## config.mk

```make
export PLATFORM = sky130hd
export DESIGN_NAME = i2c_rw_slave
export DESIGN_NICKNAME = d
export VERILOG_FILES = /design/src/rtl/i2c_rw_pkg.sv /design/src/rtl/rw_line_sync.sv /design/src/rtl/rw_byte_fsm.sv /design/src/rtl/rw_reg_bank.sv /design/src/rtl/i2c_rw_slave.sv
export SDC_FILE = /design/constraint.sdc
export NUM_CORES = 1
export LEC_CHECK = 0
export CORE_ASPECT_RATIO = 1.5
export CORE_MARGIN = 2
export CORE_UTILIZATION = 55
export CTS_BUF_LIST = sky130_fd_sc_hd__clkbuf_16
export DETAILED_ROUTE_END_ITERATION = 12
export PLACE_DENSITY = 0.72
export SETUP_SLACK_MARGIN = 0.1
export SLEW_MARGIN = 20
export SYNTH_ARGS = -nofsm -noshare
export SYNTH_HDL_FRONTEND = slang
export SYNTH_SLANG_ARGS = --single-unit
export TNS_END_PERCENT = 100
```

## constraint.sdc

```tcl
create_clock -name clk -period 2.4 [get_ports clk]
set_input_delay 0.6 -clock clk [delete_from_list [all_inputs] [get_ports clk]]
set_output_delay 0.6 -clock clk [all_outputs]
set_load 0.005 [all_outputs]
```

## src/rtl/i2c_rw_pkg.sv

```systemverilog
package i2c_rw_pkg;

    typedef enum logic [2:0] {
        ST_IDLE,
        ST_RX,
        ST_ACK,
        ST_TX,
        ST_MACK,
        ST_SKIP
    } bus_st_e;

    typedef enum logic [1:0] {
        PH_DEV,
        PH_REG,
        PH_DATA
    } rx_ph_e;

    typedef struct packed {
        logic scl;
        logic sda;
        logic scl_rise;
        logic scl_fall;
        logic start;
        logic stop;
    } line_ev_t;

    typedef struct packed {
        logic       valid;
        logic [7:0] addr;
        logic [7:0] data;
    } wr_req_t;

    function automatic logic dev_match(input logic [7:0] first, input logic [6:0] own);
        return first[7:1] == own;
    endfunction

endpackage

```

## src/rtl/rw_line_sync.sv

```systemverilog
module rw_line_sync
    import i2c_rw_pkg::*;
#(
    parameter int STAGES = 2
) (
    input  logic     clk,
    input  logic     rst,
    input  logic     scl_i,
    input  logic     sda_i,
    output line_ev_t ev
);
    logic [STAGES-1:0] scl_pipe, sda_pipe;
    logic              scl_q, sda_q;
    logic              scl_s, sda_s;

    always_ff @(posedge clk) begin
        if (rst) begin
            scl_pipe <= '1;
            sda_pipe <= '1;
            scl_q    <= 1'b1;
            sda_q    <= 1'b1;
        end else begin
            scl_pipe <= {scl_pipe[STAGES-2:0], scl_i};
            sda_pipe <= {sda_pipe[STAGES-2:0], sda_i};
            scl_q    <= scl_s;
            sda_q    <= sda_s;
        end
    end

    assign scl_s = scl_pipe[STAGES-1];
    assign sda_s = sda_pipe[STAGES-1];

    always_comb begin
        ev.scl      = scl_s;
        ev.sda      = sda_s;
        ev.scl_rise = scl_s & ~scl_q;
        ev.scl_fall = ~scl_s & scl_q;
        ev.start    = scl_s & scl_q & sda_q & ~sda_s;
        ev.stop     = scl_s & scl_q & ~sda_q & sda_s;
    end
endmodule

```

## src/rtl/rw_byte_fsm.sv

```systemverilog
module rw_byte_fsm
    import i2c_rw_pkg::*;
#(
    parameter logic [6:0] DEV_ADDR = 7'h42
) (
    input  logic       clk,
    input  logic       rst,
    input  line_ev_t   ev,
    input  logic       mode_rep,
    input  logic [7:0] rd_data,
    output logic [7:0] rd_addr,
    output logic       sda_oe,
    output wr_req_t    wr
);
    bus_st_e    st;
    rx_ph_e     ph;
    logic [2:0] cnt;
    logic [7:0] sh, tx, ptr;
    logic       full, rd_dir, more;

    always_ff @(posedge clk) begin
        if (rst) begin
            st     <= ST_IDLE;
            ph     <= PH_DEV;
            cnt    <= '0;
            sh     <= '0;
            tx     <= '0;
            ptr    <= '0;
            full   <= 1'b0;
            rd_dir <= 1'b0;
            more   <= 1'b0;
            wr     <= '0;
        end else begin
            wr.valid <= 1'b0;
            if (ev.stop) begin
                st <= ST_IDLE;
            end else if (ev.start) begin
                st   <= ST_RX;
                ph   <= PH_DEV;
                cnt  <= '0;
                full <= 1'b0;
            end else begin
                unique case (st)
                    ST_RX: begin
                        if (ev.scl_rise) begin
                            sh   <= {sh[6:0], ev.sda};
                            cnt  <= cnt + 3'd1;
                            full <= (cnt == 3'd7);
                        end else if (ev.scl_fall && full) begin
                            full <= 1'b0;
                            unique case (ph)
                                PH_DEV: begin
                                    if (dev_match(sh, DEV_ADDR)) begin
                                        rd_dir <= sh[0];
                                        ph     <= PH_REG;
                                        st     <= ST_ACK;
                                    end else begin
                                        st <= ST_SKIP;
                                    end
                                end
                                PH_REG: begin
                                    ptr <= sh;
                                    ph  <= PH_DATA;
                                    st  <= ST_ACK;
                                end
                                default: begin
                                    wr.valid <= 1'b1;
                                    wr.addr  <= ptr;
                                    wr.data  <= sh;
                                    st       <= ST_ACK;
                                    if (mode_rep) ph  <= PH_REG;
                                    else          ptr <= ptr + 8'd1;
                                end
                            endcase
                        end
                    end
                    ST_ACK: begin
                        if (ev.scl_fall) begin
                            cnt <= '0;
                            if (rd_dir) begin
                                st  <= ST_TX;
                                tx  <= rd_data;
                                ptr <= ptr + 8'd1;
                            end else begin
                                st <= ST_RX;
                            end
                        end
                    end
                    ST_TX: begin
                        if (ev.scl_fall) begin
                            if (cnt == 3'd7) begin
                                st <= ST_MACK;
                            end else begin
                                tx  <= {tx[6:0], 1'b0};
                                cnt <= cnt + 3'd1;
                            end
                        end
                    end
                    ST_MACK: begin
                        if (ev.scl_rise) begin
                            more <= ~ev.sda;
                        end else if (ev.scl_fall) begin
                            if (more) begin
                                st  <= ST_TX;
                                tx  <= rd_data;
                                ptr <= ptr + 8'd1;
                                cnt <= '0;
                            end else begin
                                st <= ST_SKIP;
                            end
                        end
                    end
                    default: ;
                endcase
            end
        end
    end

    assign rd_addr = ptr;
    assign sda_oe  = (st == ST_ACK) || (st == ST_TX && !tx[7]);

    p_strobe_pulse_r5: assert property (@(posedge clk) disable iff (rst)
        wr.valid |=> !wr.valid);

    p_strobe_in_ack_r5: assert property (@(posedge clk) disable iff (rst)
        wr.valid |-> sda_oe);

    p_stop_release_r7: assert property (@(posedge clk) disable iff (rst)
        ev.stop |=> !sda_oe);

    p_start_release_r7: assert property (@(posedge clk) disable iff (rst)
        ev.start |=> !sda_oe);

    p_oe_steady_high_r7: assert property (@(posedge clk) disable iff (rst)
        ($past(ev.scl) && ev.scl && !$past(ev.start || ev.stop)) |-> $stable(sda_oe));

endmodule

```

## src/rtl/rw_reg_bank.sv

```systemverilog
module rw_reg_bank
    import i2c_rw_pkg::*;
#(
    parameter int DEPTH = 16
) (
    input  logic       clk,
    input  logic       rst,
    input  wr_req_t    wr,
    input  logic [7:0] rd_addr,
    output logic [7:0] rd_data
);
    localparam int         IW  = (DEPTH > 1) ? $clog2(DEPTH) : 1;
    localparam logic [8:0] LIM = 9'(DEPTH);

    logic [DEPTH-1:0][7:0] mem;
    logic                  wr_hit, rd_hit;

    assign wr_hit = wr.valid && ({1'b0, wr.addr} < LIM);
    assign rd_hit = {1'b0, rd_addr} < LIM;

    for (genvar g = 0; g < DEPTH; g++) begin : g_reg
        always_ff @(posedge clk) begin
            if (rst)                                   mem[g] <= '0;
            else if (wr_hit && wr.addr[IW-1:0] == IW'(g)) mem[g] <= wr.data;
        end
    end

    assign rd_data = rd_hit ? mem[rd_addr[IW-1:0]] : 8'h00;

    p_bank_store_r9: assert property (@(posedge clk) disable iff (rst)
        wr_hit |=> mem[$past(wr.addr[IW-1:0])] == $past(wr.data));

endmodule

```

## src/rtl/i2c_rw_slave.sv

```systemverilog
module i2c_rw_slave
    import i2c_rw_pkg::*;
#(
    parameter logic [6:0] DEV_ADDR    = 7'h42,
    parameter int         DEPTH       = 16,
    parameter int         SYNC_STAGES = 2
) (
    input  logic       clk,
    input  logic       rst,
    input  logic       scl_i,
    input  logic       sda_i,
    input  logic       mode_rep,
    output logic       sda_oe,
    output logic       wr_stb,
    output logic [7:0] wr_addr,
    output logic [7:0] wr_data
);
    line_ev_t   ev;
    wr_req_t    wr;
    logic [7:0] rd_addr, rd_data;

    rw_line_sync #(.STAGES(SYNC_STAGES)) u_sync (
        .clk   (clk),
        .rst   (rst),
        .scl_i (scl_i),
        .sda_i (sda_i),
        .ev    (ev)
    );

    rw_byte_fsm #(.DEV_ADDR(DEV_ADDR)) u_fsm (
        .clk      (clk),
        .rst      (rst),
        .ev       (ev),
        .mode_rep (mode_rep),
        .rd_data  (rd_data),
        .rd_addr  (rd_addr),
        .sda_oe   (sda_oe),
        .wr       (wr)
    );

    rw_reg_bank #(.DEPTH(DEPTH)) u_bank (
        .clk     (clk),
        .rst     (rst),
        .wr      (wr),
        .rd_addr (rd_addr),
        .rd_data (rd_data)
    );

    assign wr_stb  = wr.valid;
    assign wr_addr = wr.addr;
    assign wr_data = wr.data;

    p_reset_quiet_r10: assert property (@(posedge clk)
        $past(rst) |-> (!wr_stb && !sda_oe));

endmodule

```

# --- After elaboration in Yosys (flattened, before gate mapping) ---
# Cells that the tools add are included.
op_classes:
  n_addsub: 2
  order_cmp: 3
  eq_ne: 46
  muxes: 55
  bitwise: 17
  n_reduce_logical: 46
op_table:
  columns: ["op", "count"]
  rows:
  - ["$mux 8", 17]
  - ["$mux 3", 18]
  - ["$pmux 8 s3", 2]
  - ["$bmux 8 s4", 1]
  - ["$eq 4x4->1 const B", 8]
  - ["$ne 3x2->1 const B", 8]
  - ["$pmux 3 s4", 2]
  - ["$logic_and 1x1->1", 19]
  - ["$mux 17", 1]
  - ["$eq 4x3->1 const B", 4]
  - ["$lt 8x5->1 const B", 2]
  - ["$pmux 8 s2", 1]
  - ["$reduce_and 8->1", 2]
  - ["$mux 2", 7]
  - ["$ne 2x1->1 const B", 7]
  - ["$ne 3x3->1 const B", 4]
  - ["$reduce_and 12->1", 1]
  - ["$reduce_and 6->1", 2]
  - ["$ne 2x2->1 const B", 5]
  - ["$not 1->1", 10]
  - ["$reduce_and 10->1", 1]
  - ["$reduce_and 9->1", 1]
  - ["$reduce_bool 3->1", 3]
  - ["$add 8x1->8 const B", 1]
  - ["25 further kinds", 42]
word_totals:
  register_bits: 186
  in_bits: 5
  out_inout_bits: 18
  word_cells: 202

# --- Depth between registers and ports, before layout ---
logic_depth:
  word_depth: 7
  ltp_mapped: 9
  ltp_nobuf: 7

# --- Hierarchy ---
# From an unflattened synthesis, not the netlist that was laid out.
hier_totals:
  cells_unflattened: 861
  hier_area_um2: 8881.0
modules_own_cells:
  columns: ["mod", "n_inst", "cells_per_inst", "area_per_inst_um2", "seq_area_each_um2"]
  rows:
  - ["rw_reg_bank", 1, 539, 5914.4, 2562.5]
  - ["rw_byte_fsm", 1, 304, 2761.4, 1041.0]
  - ["rw_line_sync", 1, 18, 205.2, 120.1]

# --- Worst setup path before layout ---
# No wires, ideal clock.
synth_timing:
  path_kind: "in2reg"
  start: "in mode_rep"
  end: "reg u_fsm.ptr[0] (netlist: u_fsm.rd_addr[0])"
  setup_ns: 0.074
  arrival_time_ns: 1.775
  required_time_ns: 2.326
  path_slack_ns: 0.550
  stages: 6
  path_buffers: 1
  path_cell_list: "and2_1 > o21ai_0 > o211ai_1 > buf_2 > or4_1 > a31oi_1"
synth_between:
  elab_chain_len: 2
synth_rtl:
  columns: ["item", "line_no", "rtl"]
  rows:
  - ["from (decl)", "i2c_rw_slave.sv:12", "input logic mode_rep,"]
  - ["$ne 3x2->1 (no line)", null, null]
  - ["$reduce_and 12->1 (no line)", null, null]
  - ["to (signal assigned)", "rw_byte_fsm.sv:62", "ptr <= sh;"]
  - ["to (signal assigned)", "rw_byte_fsm.sv:72", "else ptr <= ptr + 8'd1;"]
  - ["to (signal assigned)", "rw_byte_fsm.sv:83", "ptr <= ptr + 8'd1;"]
  - ["to (decl)", "rw_byte_fsm.sv:18", "logic [7:0] sh, tx, ptr;"]
# No other way between the ends.
# A chain may end at the register's enable or synchronous reset.

# --- Final worst setup path ---
layout_timing:
  start: "reg u_fsm.wr[9] (netlist name)"
  end: "out wr_addr[1]"
layout_rtl:
  columns: ["item", "line_no", "rtl"]
  rows:
  - ["to (decl)", "i2c_rw_slave.sv:15", "output logic [7:0] wr_addr,"]
# No word-level cell between the ends.

==> metrics.cfg <==
[clock_network]
insertion_delay_ns=0.43
hold_buffers=0
cts_made_buffers=17
path_clk_slew_ns=0.07
htree_levels=4
cts_tree=built
post_cts_buffers=0
cts_root_buf=clkbuf_16
cts.sinks=186
cts_buffer_depth=2

[power]
power.leakage_nw=3.280
powerDensity_nw_per_um2=647.2
p_total_mw=6.264
peakVddDrop_v=0.0006521

[timing]
max_freq_ghz=0.4639
period_needed_ns=2.156
relSlewSlack=0.4675
finalSetupViolations=0
min_period_over_period=0.8982
hold_ws_ns=0.4078
grt_setup_unrepaired=no
timing.setup.tns_ns=0
skew_ns=0.007688
final-hold-violation-count=0
final_max_slew_viol_count=0
tightest_slew_ns=0.7979

[detailed_routing]
wl_per_cell_microns=18.77
via_per_inst=6.013
drt-total-wl_microns=22450
drc_errors=0
drtIter0Drc=505
first_pass_iters=5
vias=7192
ant_nets=0

[placed_design]
portBuffers=22
gp_congestion=0.8484
dp_hpwl_microns=14760

[yosys]
synth_fp_nets=988
synth_seq_cells=186
synth_warnings=0
netlist_instances=980
yosys.area.top_type_share=0.4341
synth-edff-count=0
avgSynthCellArea_sq_um=8.752
async_flop_share=0
synth_top_flop_cell=dfxtp_1
synth_area_leaders=dfxtp_1, mux2i_1, nand2_1, a21oi_1, mux4_2
synth_area_sq_um=8577
seq_area_frac_synth=0.4341
yosysTopAreaCell=dfxtp_1
ys_types=66

[floorplan]
initial_utilization=0.5640
die_h_microns=156.9
row_count=55
io_pins=23
fp.dieW_microns=106.0
dieArea_sq_um=16630
core-area_sq_um=15210

[grt]
track_usage=0.2792
grt_pass1_vias=6862
grt.overflow.total=0
grt_first_pass_wirelength_microns=36470
grt_antenna_before_repair=0
grt_max_degree=53

[setup_path]
cp.required_ns=1.80
crit_start=u_fsm.wr[9]
startpoint_type=register
crit_fanout=14
arrival_ns=1.56
crit_type=reg2out
end_kind=primary output
worstReg2RegStart=u_fsm.wr[12]

[layout]
multiInputGateArea_sq_um=4400
final_common_cell=dfxtp_1
insertedDiodeCount=0
final_cell_mix=dfxtp_1, nand2_1, a21oi_1
drive_gt1_frac=0.1304
register_area_sq_um=3730
fin_nets=992
fillers=1290
area_delta_synth_final_pct=12.85
postLayoutCoreUtil=0.6364

[job]
cap_violations=0

[worst_hold_path]
hold_class=reg2reg
hp-start=u_sync.sda_pipe[0]

[status]
status=finished, final reports clean

## Yosys cell counts, types with 7 or more instances
library cell	number
clkbuf_1	43
nor2_1	77
a21oi_1	130
nand2_1	182
dfxtp_1	186
nor3_1	7
buf_6	7
or2_2	7
nand3_1	60
nor2b_1	9
a211oi_1	16
buf_2	23
buf_4	10
mux2i_1	76
o21ai_0	17
mux4_2	23
## registers in the layout, summed over array words and instances (netlist names)
signal	flops
u_fsm.tx	8
u_sync.scl_q	1
u_sync.sda_q	1
u_bank.mem	128
u_sync.sda_pipe	2
u_fsm.full	1
u_fsm.sh	8
u_fsm.rd_dir	1
u_fsm.cnt	3
u_fsm.st	3
u_fsm.wr	17
u_sync.scl_pipe	2
u_fsm.more	1
u_fsm.ph	2
u_fsm.rd_addr	8
## stage by stage
| step | setup slack (ns) | cells | cell area (sq um) |
|---|---|---|---|
| floorplan | 0.5504 | 980 | 8577 |
| global placement | 0.09477 | 1164 | 9030 |
| detailed placement | 0.04041 | 1164 | 9032 |
| CTS | 0.2168 | 1196 | 9678 |
| global route | 0.1232 | 1196 | 9679 |
| finish | 0.2443 | 1196 | 9679 |
## final timing paths
check,slack [ns],endpoint,cells past startpoint
worst max-delay path,0.24,wr_addr[1],2
worst min-delay path,0.41,u_sync.sda_pipe[1],1
worst max register to register,0.25,u_bank.mem[73],6
worst min register to register,0.41,u_sync.sda_pipe[1],1
## cell type report
type,count,area share
Clock buffer,17,0.04395
Clock inverter,15,0.02198
Inverter,6,0.002327
Multi-Input combinational cell,703,0.4546
Sequential cell,186,0.3853
Tap cell,199,0.02572
Timing Repair Buffer,70,0.06605
## cell families after synthesis
| group | synth area share |
|---|---|
| XOR/XNOR | 0.003064 |
| adder cells (fa/ha/maj) | 0.004377 |
| AND/OR/NAND/NOR | 0.2203 |
| multiplexers | 0.1491 |
| buffers and inverters | 0.05368 |
| AO/OA/AOI/OAI | 0.1354 |
| flip-flops | 0.4341 |
## where the power goes
part / internal [mW] / switching, mW
registers: 3.09 / 0.00814
clock network: 1.77 / 1.28
logic: 0.0338 / 0.0815
## metal layers
| layer | GRT usage | part of all wire | vias up |
|---|---|---|---|
| met5 | 0 | 0 | - |
| met4 | 0.1147 | 0.030 | 0 |
| met3 | 0.04306 | 0.035 | 43 |
| met2 | 0.4968 | 0.52 | 197 |
| met1 | 0.3359 | 0.41 | 3496 |
| li1 | - | - | 3456 |
## timing repair
item / CTS / global route
hold endpoints to repair: 0 / 0
resized for setup: 5 / 1
endpoints found under the setup margin: 1 / 2
cloned: 0 / 0
## worst max-delay path, cell delays in order, from the launching register on
cell and delay (ns):
dfxtp_1 0.34, buf_4 0.24, clkdlybuf4s50_1 0.54
Power figures use the tool's default switching activity.
